===== config.mk =====
export PLATFORM = sky130hd
export DESIGN_NAME = bypass_interlock
export DESIGN_NICKNAME = d
export VERILOG_FILES = /design/src/rtl/bypass_pkg.sv /design/src/rtl/byp_select.sv /design/src/rtl/load_delay_detect.sv /design/src/rtl/bypass_interlock.sv
export SDC_FILE = /design/constraint.sdc
export NUM_CORES = 1
export LEC_CHECK = 0
export ABC_AREA = 1
export BUFFER_PORTS_ARGS = -buffer_cell sky130_fd_sc_hd__buf_2
export CAP_MARGIN = 0
export CORE_MARGIN = 4
export CORE_UTILIZATION = 44
export DETAILED_ROUTE_END_ITERATION = 6
export PLACE_DENSITY = 0.84
export SLEW_MARGIN = 20
export SYNTH_ARGS = -nofsm -noshare
export SYNTH_HDL_FRONTEND = slang
export SYNTH_HIERARCHICAL = 1
export SYNTH_SLANG_ARGS = --single-unit
export TNS_END_PERCENT = 1

===== constraint.sdc =====
create_clock -name vclk -period 0.9
set_clock_uncertainty 0.1 [all_clocks]
set_input_delay 0.09 -clock vclk [all_inputs]
set_output_delay 0.09 -clock vclk [all_outputs]
set_load 0.02 [all_outputs]

===== src/rtl/bypass_pkg.sv =====
package bypass_pkg;

    typedef enum logic [1:0] {
        SRC_REGFILE = 2'b00,
        SRC_MEMWB   = 2'b01,
        SRC_EXMEM   = 2'b10
    } byp_sel_e;

endpackage


===== src/rtl/byp_select.sv =====
module byp_select
    import bypass_pkg::*;
#(
    parameter int AW = 5
) (
    input  logic [AW-1:0] src,
    input  logic [AW-1:0] xm_dst,
    input  logic          xm_wen,
    input  logic [AW-1:0] mw_dst,
    input  logic          mw_wen,
    output byp_sel_e      sel
);

    localparam logic [AW-1:0] ZERO_REG = '0;

    logic     xm_hit_d;
    logic     mw_hit_d;
    byp_sel_e sel_d;

    always_comb begin
        xm_hit_d = xm_wen && (xm_dst != ZERO_REG) && (xm_dst == src);
        mw_hit_d = mw_wen && (mw_dst != ZERO_REG) && (mw_dst == src);
        // younger producer first
        if (xm_hit_d)      sel_d = SRC_EXMEM;
        else if (mw_hit_d) sel_d = SRC_MEMWB;
        else               sel_d = SRC_REGFILE;
    end

    assign sel = sel_d;

    always_comb begin
        a_r4_zero_src_no_bypass: assert ((src != ZERO_REG) || (sel == SRC_REGFILE))
            else $error("zero source picked a bypass");
        a_r5_no_writer_regfile: assert (xm_wen || mw_wen || (sel == SRC_REGFILE))
            else $error("bypass without any writer");
    end

endmodule


===== src/rtl/load_delay_detect.sv =====
module load_delay_detect #(
    parameter int AW      = 5,
    parameter int NUM_SRC = 2
) (
    input  logic [NUM_SRC-1:0][AW-1:0] dc_src,
    input  logic [AW-1:0]              dx_dst,
    input  logic                       dx_load,
    output logic                       stall
);

    localparam logic [AW-1:0] ZERO_REG = '0;

    logic stall_d;

    always_comb begin
        stall_d = 1'b0;
        for (int i = 0; i < NUM_SRC; i++) begin
            if (dc_src[i] == dx_dst) stall_d = 1'b1;
        end
        stall_d = stall_d && dx_load && (dx_dst != ZERO_REG);
    end

    assign stall = stall_d;

    always_comb begin
        a_r7_stall_needs_load: assert (dx_load || !stall)
            else $error("stall without a load in execute");
    end

endmodule


===== src/rtl/bypass_interlock.sv =====
module bypass_interlock
    import bypass_pkg::*;
#(
    parameter int AW = 5
) (
    input  logic [AW-1:0] ex_src_a,
    input  logic [AW-1:0] ex_src_b,
    input  logic [AW-1:0] xm_dst,
    input  logic          xm_wen,
    input  logic [AW-1:0] mw_dst,
    input  logic          mw_wen,
    input  logic [AW-1:0] dc_src_a,
    input  logic [AW-1:0] dc_src_b,
    input  logic [AW-1:0] dx_dst,
    input  logic          dx_load,
    output logic [1:0]    byp_a,
    output logic [1:0]    byp_b,
    output logic          pc_hold,
    output logic          fd_hold,
    output logic          dx_flush
);

    localparam int NUM_OPS = 2;

    logic [NUM_OPS-1:0][AW-1:0] ex_src;
    logic [NUM_OPS-1:0][AW-1:0] dc_src;
    byp_sel_e                   sel [NUM_OPS];
    logic                       stall;

    assign ex_src = {ex_src_b, ex_src_a};
    assign dc_src = {dc_src_b, dc_src_a};

    for (genvar g = 0; g < NUM_OPS; g++) begin : g_op
        byp_select #(.AW(AW)) u_sel (
            .src    (ex_src[g]),
            .xm_dst (xm_dst),
            .xm_wen (xm_wen),
            .mw_dst (mw_dst),
            .mw_wen (mw_wen),
            .sel    (sel[g])
        );
    end

    load_delay_detect #(.AW(AW), .NUM_SRC(NUM_OPS)) u_ld (
        .dc_src  (dc_src),
        .dx_dst  (dx_dst),
        .dx_load (dx_load),
        .stall   (stall)
    );

    assign byp_a    = sel[0];
    assign byp_b    = sel[1];
    assign pc_hold  = stall;
    assign fd_hold  = stall;
    assign dx_flush = stall;

    always_comb begin
        a_r3_exmem_wins_a: assert (!(xm_wen && mw_wen && xm_dst == mw_dst && xm_dst == ex_src_a
                                     && ex_src_a != '0) || byp_a == SRC_EXMEM)
            else $error("priority lost on operand A");
        a_r8_stall_agree: assert ((pc_hold == fd_hold) && (fd_hold == dx_flush))
            else $error("stall outputs disagree");
        a_r4_zero_dst_no_stall: assert ((dx_dst != '0) || !dx_flush)
            else $error("stall on register zero");
    end

endmodule


# Word level (Yosys, flattened, before mapping)
# Cells that the tools add are included.
[word_totals]
reg_bits = 0
[classes]
eq_ne = 6
n_mux = 6
reduce_logical = 11
[op_table]
columns = ["cell", "n"]
rows = [
  ["5-bit == test", 6],
  ["5-bit nonzero test", 3],
  ["1-bit logical AND", 8],
  ["1-bit 2-to-1 mux", 4],
  ["2-bit 2-to-1 mux", 2],
]

# Longest topological paths before layout
# Gate-level depths: netlist of the first run.
[depth]
depth_word = 5
mapped_depth = 7

# Cells and area by module
# Netlist of the first run, hierarchy kept.
[modules_own_cells]
columns = ["mod", "area_each_um2", "cells_each", "instances", "seq_area_each_um2"]
rows = [
  ["byp_select", 221.5, 51, 2, 0.0],
  ["load_delay_detect", 200.2, 45, 1, 0.0],
  ["bypass_interlock", 15.0, 2, 1, 0.0],
]

# Worst setup path before layout of the first run
# OpenSTA, ideal clock, no wires.
[synth_path]
path_type = "in2out"
startpoint = "input dx_dst[1]"
endpoint = "output fd_hold"
arrival_time_ns = 0.883
slack_ns = -0.173
path_stages = 7
n_path_buf = 1
cell_sequence = "inv_1 nand2_1 nand2_1 nor2_1 nand3_1 a21oi_2 buf_4"
[synth_via]
elab_chain_len = 5
elab_cells_between_ends = 7
[synth_lines]
columns = ["item", "line_no", "rtl"]
rows = [
  ["start, declared", "bypass_interlock.sv:14", "input logic [AW-1:0] dx_dst,"],
  ["5-bit == test", "load_delay_detect.sv:18", "if (dc_src[i] == dx_dst) stall_d = 1'b1;"],
  ["1-bit 2-to-1 mux (2 in a row)", "load_delay_detect.sv:18", ""],
  ["1-bit logical AND", "load_delay_detect.sv:20", "stall_d = stall_d && dx_load && (dx_dst != ZERO_REG);"],
  ["1-bit logical AND *", "load_delay_detect.sv:20", ""],
  ["end, declared", "bypass_interlock.sv:19", "output logic fd_hold,"],
]
# Mark *: on every way between the ends. The rest lies on a longest branch, timed or not.

# Worst setup path after layout of the first run
[layout_path]
startpoint = "input dc_src_b[0]"
endpoint = "output pc_hold"
[layout_via]
elab_chain_len = 4
[layout_lines]
columns = ["item", "line_no", "rtl"]
rows = [
  ["start, declared", "bypass_interlock.sv:13", "input logic [AW-1:0] dc_src_b,"],
  ["5-bit == test", "load_delay_detect.sv:18", ""],
  ["1-bit 2-to-1 mux", "load_delay_detect.sv:18", ""],
  ["1-bit logical AND (2 in a row)", "load_delay_detect.sv:20", ""],
  ["end, declared", "bypass_interlock.sv:18", "output logic pc_hold,"],
]
# No other way between the ends.

==> results of run 1 <==
## where the power goes
group          switching [uW]  internal [uW]
Combinational             216            184
Sequential                  0              0
Clock                       0              0
## synthesized netlist by cell type, drive strengths merged
cell type | instances | area share [%]
nand3 | 10 | 7.6
a21boi | 2 | 2.3
a21oi | 3 | 2.9
buf | 4 | 4.6
xnor2 | 2 | 2.7
nand4 | 1 | 0.95
o21ai | 7 | 5.3
xor2 | 3 | 4.0
nand2 | 61 | 36
nor2 | 20 | 13
inv | 36 | 21
## kinds of logic (layout without fill, tap and decap cells)
logic type	count (synthesis)	after routing	share of synthesized area [%]
simple gates	92	92	57.8
compound gates	12	12	10.5
xor+xnor	5	5	6.66
buf+inv	40	82	25.1
## worst max-delay path, stage by stage
cell and delay [ps]:
buf_6 90, xor2_1 150, nor2_1 120, nand3_1 140, a21oi_4 220, buf_6 140
## timing repair
action / 4_1_cts / 5_1_grt
hold buffers: 0 / 0
gates resized for setup: 9 / 24
endpoints found under the setup margin: 7 / 7
setup buffers: 0 / 0
pin swaps: 1 / 14
## cell type report
type | instances | area share [%]
repair buffers | 46 | 31.0
multi-input cells | 109 | 53.0
inverters | 36 | 14.0
well taps | 15 | 1.95
## layout by cell type, fill, tap and decap left out, drive strengths merged
master and instances:
nand2 61, buf 46, inv 36, nor2 20, nand3 10, o21ai 7, xor2 3, a21oi 3
xnor2 2, a21boi 2, nand4 1
## stage by stage
step	std cells	power (uW)	hold slack, ps	area (um^2)
CTS	206	367	532	905
detailed placement	206	359	531	887
floorplan	149	202	268	666
global route	206	448	539	963
global placement	206	348	519	887
finish	206	399	516	963
## path summary, 6_finish.rpt
path | start | endpoint
min | dx_load | fd_hold
max | dc_src_b[0] | pc_hold
## routing by layer
metal  wire (um)  global-route usage (%)
met4           0                       0
met1         819                    21.1
met2        1090                    39.3
met5           0                       0
met3         133                   0.781
==> impl_metrics.yaml, run 1 <==
cells_and_area:
  multi_input_area_um2: 510
  finish.utilization_pct: 71.4
  seq_area_um2: 0
  nClkBuffers: 0
  syn2layout_area_growth_pct: 46.4
  diodes: 0
  fill_cells: 130
  drive_above_1_share_pct: 37.2
  seq_cells: 0
  final_nets: 231
yosys:
  yosysUniqueCellTypes: 15
  synth_fp_nets: 187
  netlist_area_um2: 658
  synthCells: 149
  yosysSeqAreaShare_pct: 0
  yosys_warnings: 6
  syn_avg_cell_area_um2: 4.42
route:
  vias: 954
  first_pass_iters: 4
  routed_via_density: 4.63
  routedWlPerCell_um: 9.92
  drt-total-wl_mm: 2.04
  drcViolationCount: 0
  drt_iter0_markers: 15
  ant_nets: 0
setup_path:
  critPathRequiredTime_ps: 710
  critPathArrivalTime_ps: 940
  setup.worst_path.end_class: "output port"
  path_max_fanout: 3
  critPathLaunchType: "input port"
  crit_type: "input port to output port"
sta:
  fmax_mhz: 881
  hold_viol: 0
  rsz0062_at_grt: "true"
  layout_setup_ws_ps: -235
  slew_violations: 0
  tns_ps: -1290
  relSlewSlack_pct: 86.5
  layout_min_cycle_time_ps: 1130
  final-setup-viol-count: 7
  post-route-period-util_pct: 126
  worst_slew_pin_slew_ps: 200
floorplan:
  fp.coreArea_um2: 1350
  die_x_um: 46.7
  ios: 45
  die_area_um2: 2180
  rows: 13
  start_util_pct: 48.7
  die_h_um: 46.7
placed_design:
  hpwl_mm: 1.68
  routabilityCongestion: 0.833
  post-place-ws_ps: -235
  port_buffers: 45
global_route:
  track_usage_pct: 18.7
  grt_overflow_total: 0
  grt_first_pass_wirelength_mm: 3.12
  antenna_found_initial: 0
  grt_pass1_vias: 853
  grt_start_max_net_pins: 7
pwr:
  leakage_uw: 0.000642
  p_per_area_nw_per_um2: 414
  ir_worst_vdd_v: 0.000225
outcome:
  status: "complete, but fails checks"
  failed_checks: "negative setup slack"
min_path:
  holdPathStages: 5
  holdCritPathClass: "input port to output port"
run:
  maxCapViolCount: 0
(Power assumes the default switching activity.)
==> run 2, diff against run 1 <==
Settings changed: TNS_END_PERCENT 1 to unset.
==> impl_metrics.yaml, run 2 <==
yosys:
  syn_avg_cell_area_um2: 4.42
  yosysSeqAreaShare_pct: 0
  yosysUniqueCellTypes: 15
  synthCells: 149
  synth.most_common_cell: "nand2_1"
  synth_fp_nets: 187
  synth_area_leaders: "nand2_1 33%, inv_1 16%, nor2_1 9.1%"
  ys_top_cells_by_count: "57 x nand2_1, 28 x inv_1, 16 x nor2_1"
  yosysTopAreaCell: "nand2_1"
  yosysTopAreaCellShare_pct: 32.5
  netlist_area_um2: 658
  yosys_warnings: 6
placed_design:
  routabilityCongestion: 0.872
  port_buffers: 45
  hpwl_mm: 1.71
clock_network:
  hold_buffers: 0
floorplan:
  rows: 13
  die_h_um: 46.7
  ios: 45
  start_util_pct: 48.7
  die_x_um: 46.7
sta:
  worst_path_end_type: "primary output"
  grt-worst-endpoint: "byp_a[0]"
global_route:
  grt_start_max_net_pins: 7
outcome:
  status: "stopped before the end"
  lastStage: "5_1_grt"
  stop_error: "[ERROR DPL-0038] Utilization greater than 100%, impossible to legalize"
run 2: cell counts after synthesis:
No cell type changed its count.
run 2: stage by stage:
step	instance area (um^2)	instances	setup slack, ps	setup TNS (ps)	hold slack, ps
4_1_cts	1110	207	-195	-1010	471
3_5_place_dp	892	206	-235	-1420	519
3_3_place_gp	892	206	-220	-1290	523
2_1_floorplan	671	149	-123	-246	268
run 2: kinds of logic after synthesis:
family | count (synthesis) | share of synthesized area (%)
AND/OR/NAND/NOR | 92 | 57.8
AO/OA/AOI/OAI | 12 | 10.5
XOR/XNOR | 5 | 6.66
buffers and inverters | 40 | 25.1
run 2: what timing repair did:
action / in CTS
pin swaps: 31
buffers inserted: 1
setup endpoints to repair: 7
gates resized for setup: 73
==> run 3, diff against run 2 <==
Settings changed: CORE_AREA set to 4 4 65 67, CORE_MARGIN 4 to unset, CORE_UTILIZATION 44 to unset, DIE_AREA set to 0 0 69 71, PLACE_DENSITY 0.84 to unset, PLACE_DENSITY_LB_ADDON set to 0.15.
==> impl_metrics.yaml, run 3 (synthesis gave the netlist of run 1 again) <==
outcome:
  status: "complete, but fails checks"
  failed_checks: "negative setup slack"
cells_and_area:
  seq_area_um2: 0
  syn2layout_area_growth_pct: 108
  nClkBuffers: 0
  fill_cells: 415
  multi_input_area_um2: 683
  final_nets: 233
  layout_commonest_cell: "nand2_1"
  layout_common_cells: "33 x nand2_1, 27 x nand2_2, 26 x buf_6"
  drive_above_1_share_pct: 66.3
  seq_cells: 0
  diodes: 0
route:
  routed_via_density: 4.03
  top_layer: "met3"
  drcViolationCount: 0
  drt-total-wl_mm: 2.21
  vias: 971
  first_pass_iters: 4
  met2_wirelength_mm: 1.16
  drt_iter0_markers: 17
  routedWlPerCell_um: 9.17
  met3_length_um: 178
  ant_nets: 0
  wl_met1_um: 876
setup_path:
  critPathArrivalTime_ps: 880
  path_max_fanout: 3
  setup.worst_path.end_class: "output port"
  critPathLaunchType: "input port"
  crit_type: "input port to output port"
  critPathRequiredTime_ps: 710
pwr:
  leakage_uw: 0.000705
  power_frac_comb_pct: 100.0
  pwr-share-clk_pct: 0
  switching_power_uw: 287
  power_uw: 577
  netSwitchingFraction_pct: 49.8
  p_per_area_nw_per_um2: 422
  p_int_uw: 289
  p_seq_share_pct: 0
  ir_worst_vdd_v: 0.000160
global_route:
  track_usage_pct: 8.55
  grt_start_max_net_pins: 7
  antenna_found_initial: 0
  grt_overflow_total: 0
  grt_first_pass_wirelength_mm: 3.69
  grt_pass1_vias: 897
floorplan:
  die_area_um2: 4900
  ios: 45
  start_util_pct: 18.1
  fp.coreArea_um2: 3630
  rows: 22
  die_h_um: 71
  die_x_um: 69
placed_design:
  port_buffers: 45
  hpwl_mm: 1.83
  post-place-ws_ps: -249
  routabilityCongestion: 0.727
sta:
  slew_violations: 0
  layout_setup_ws_ps: -167
  layout_min_cycle_time_ps: 1070
  final-setup-viol-count: 7
  relSlewSlack_pct: 86.0
  tns_ps: -903
  post-route-period-util_pct: 119
  worst_slew_pin_slew_ps: 208
  hold_viol: 0
  fmax_mhz: 938
  rsz0062_at_grt: "true"
min_path:
  holdCritPathClass: "input port to output port"
run:
  maxCapViolCount: 0
==> run 3: what timing repair did <==
action,4_1_cts,5_1_grt
resized for setup,56,86
pin swaps,24,40
buffers inserted,0,0
endpoints found under the setup margin,7,7
hold buffers,0,0
==> run 3: final timing paths <==
| check | startpoint | endpoint | slack, ps | depth (start not counted) |
|---|---|---|---|---|
| hold / removal | xm_dst[4] | byp_b[1] | 460 | 4 |
| setup / recovery | dc_src_b[0] | dx_flush | -170 | 6 |
==> run 3: power by group through the flow <==
stage	clock [uW]	combinational, uW	sequential (uW)
2_1_floorplan	0	203	0
3_3_place_gp	0	373	0
3_5_place_dp	0	370	0
4_1_cts	0	440	0
5_1_grt	0	638	0
6_report	0	577	0
==> run 3: area by class of cell <==
class | instances | share of cell area (%)
well taps | 48 | 4.40
multi-input cells | 109 | 50.0
repair buffers | 48 | 33.9
inverters | 36 | 11.7
==> run 3: worst max-delay path, stage by stage <==
cell and delay [ps]:
buf_6 90, xor2_1 150, nor2_2 120, nand3_2 100, a21oi_4 180, buf_6 140
==> run 3: routing by layer <==
layer  vias up  GRT usage [%]
met2        34           16.6
met4         0              0
li1        528              -
met3         0           2.27
met5         -              0
met1       409           9.86
==> run 3: metrics by stage <==
step / instances / util (%) / hold WS (ps) / cell area (um^2)
2_1_floorplan: 149 / - / 268 / 671
3_3_place_gp: 241 / 26.1 / 525 / 948
3_5_place_dp: 241 / 26.1 / 530 / 948
4_1_cts: 241 / 30.1 / 480 / 1090
5_1_grt: 241 / 37.6 / 486 / 1370
6_report: 241 / 37.6 / 464 / 1370
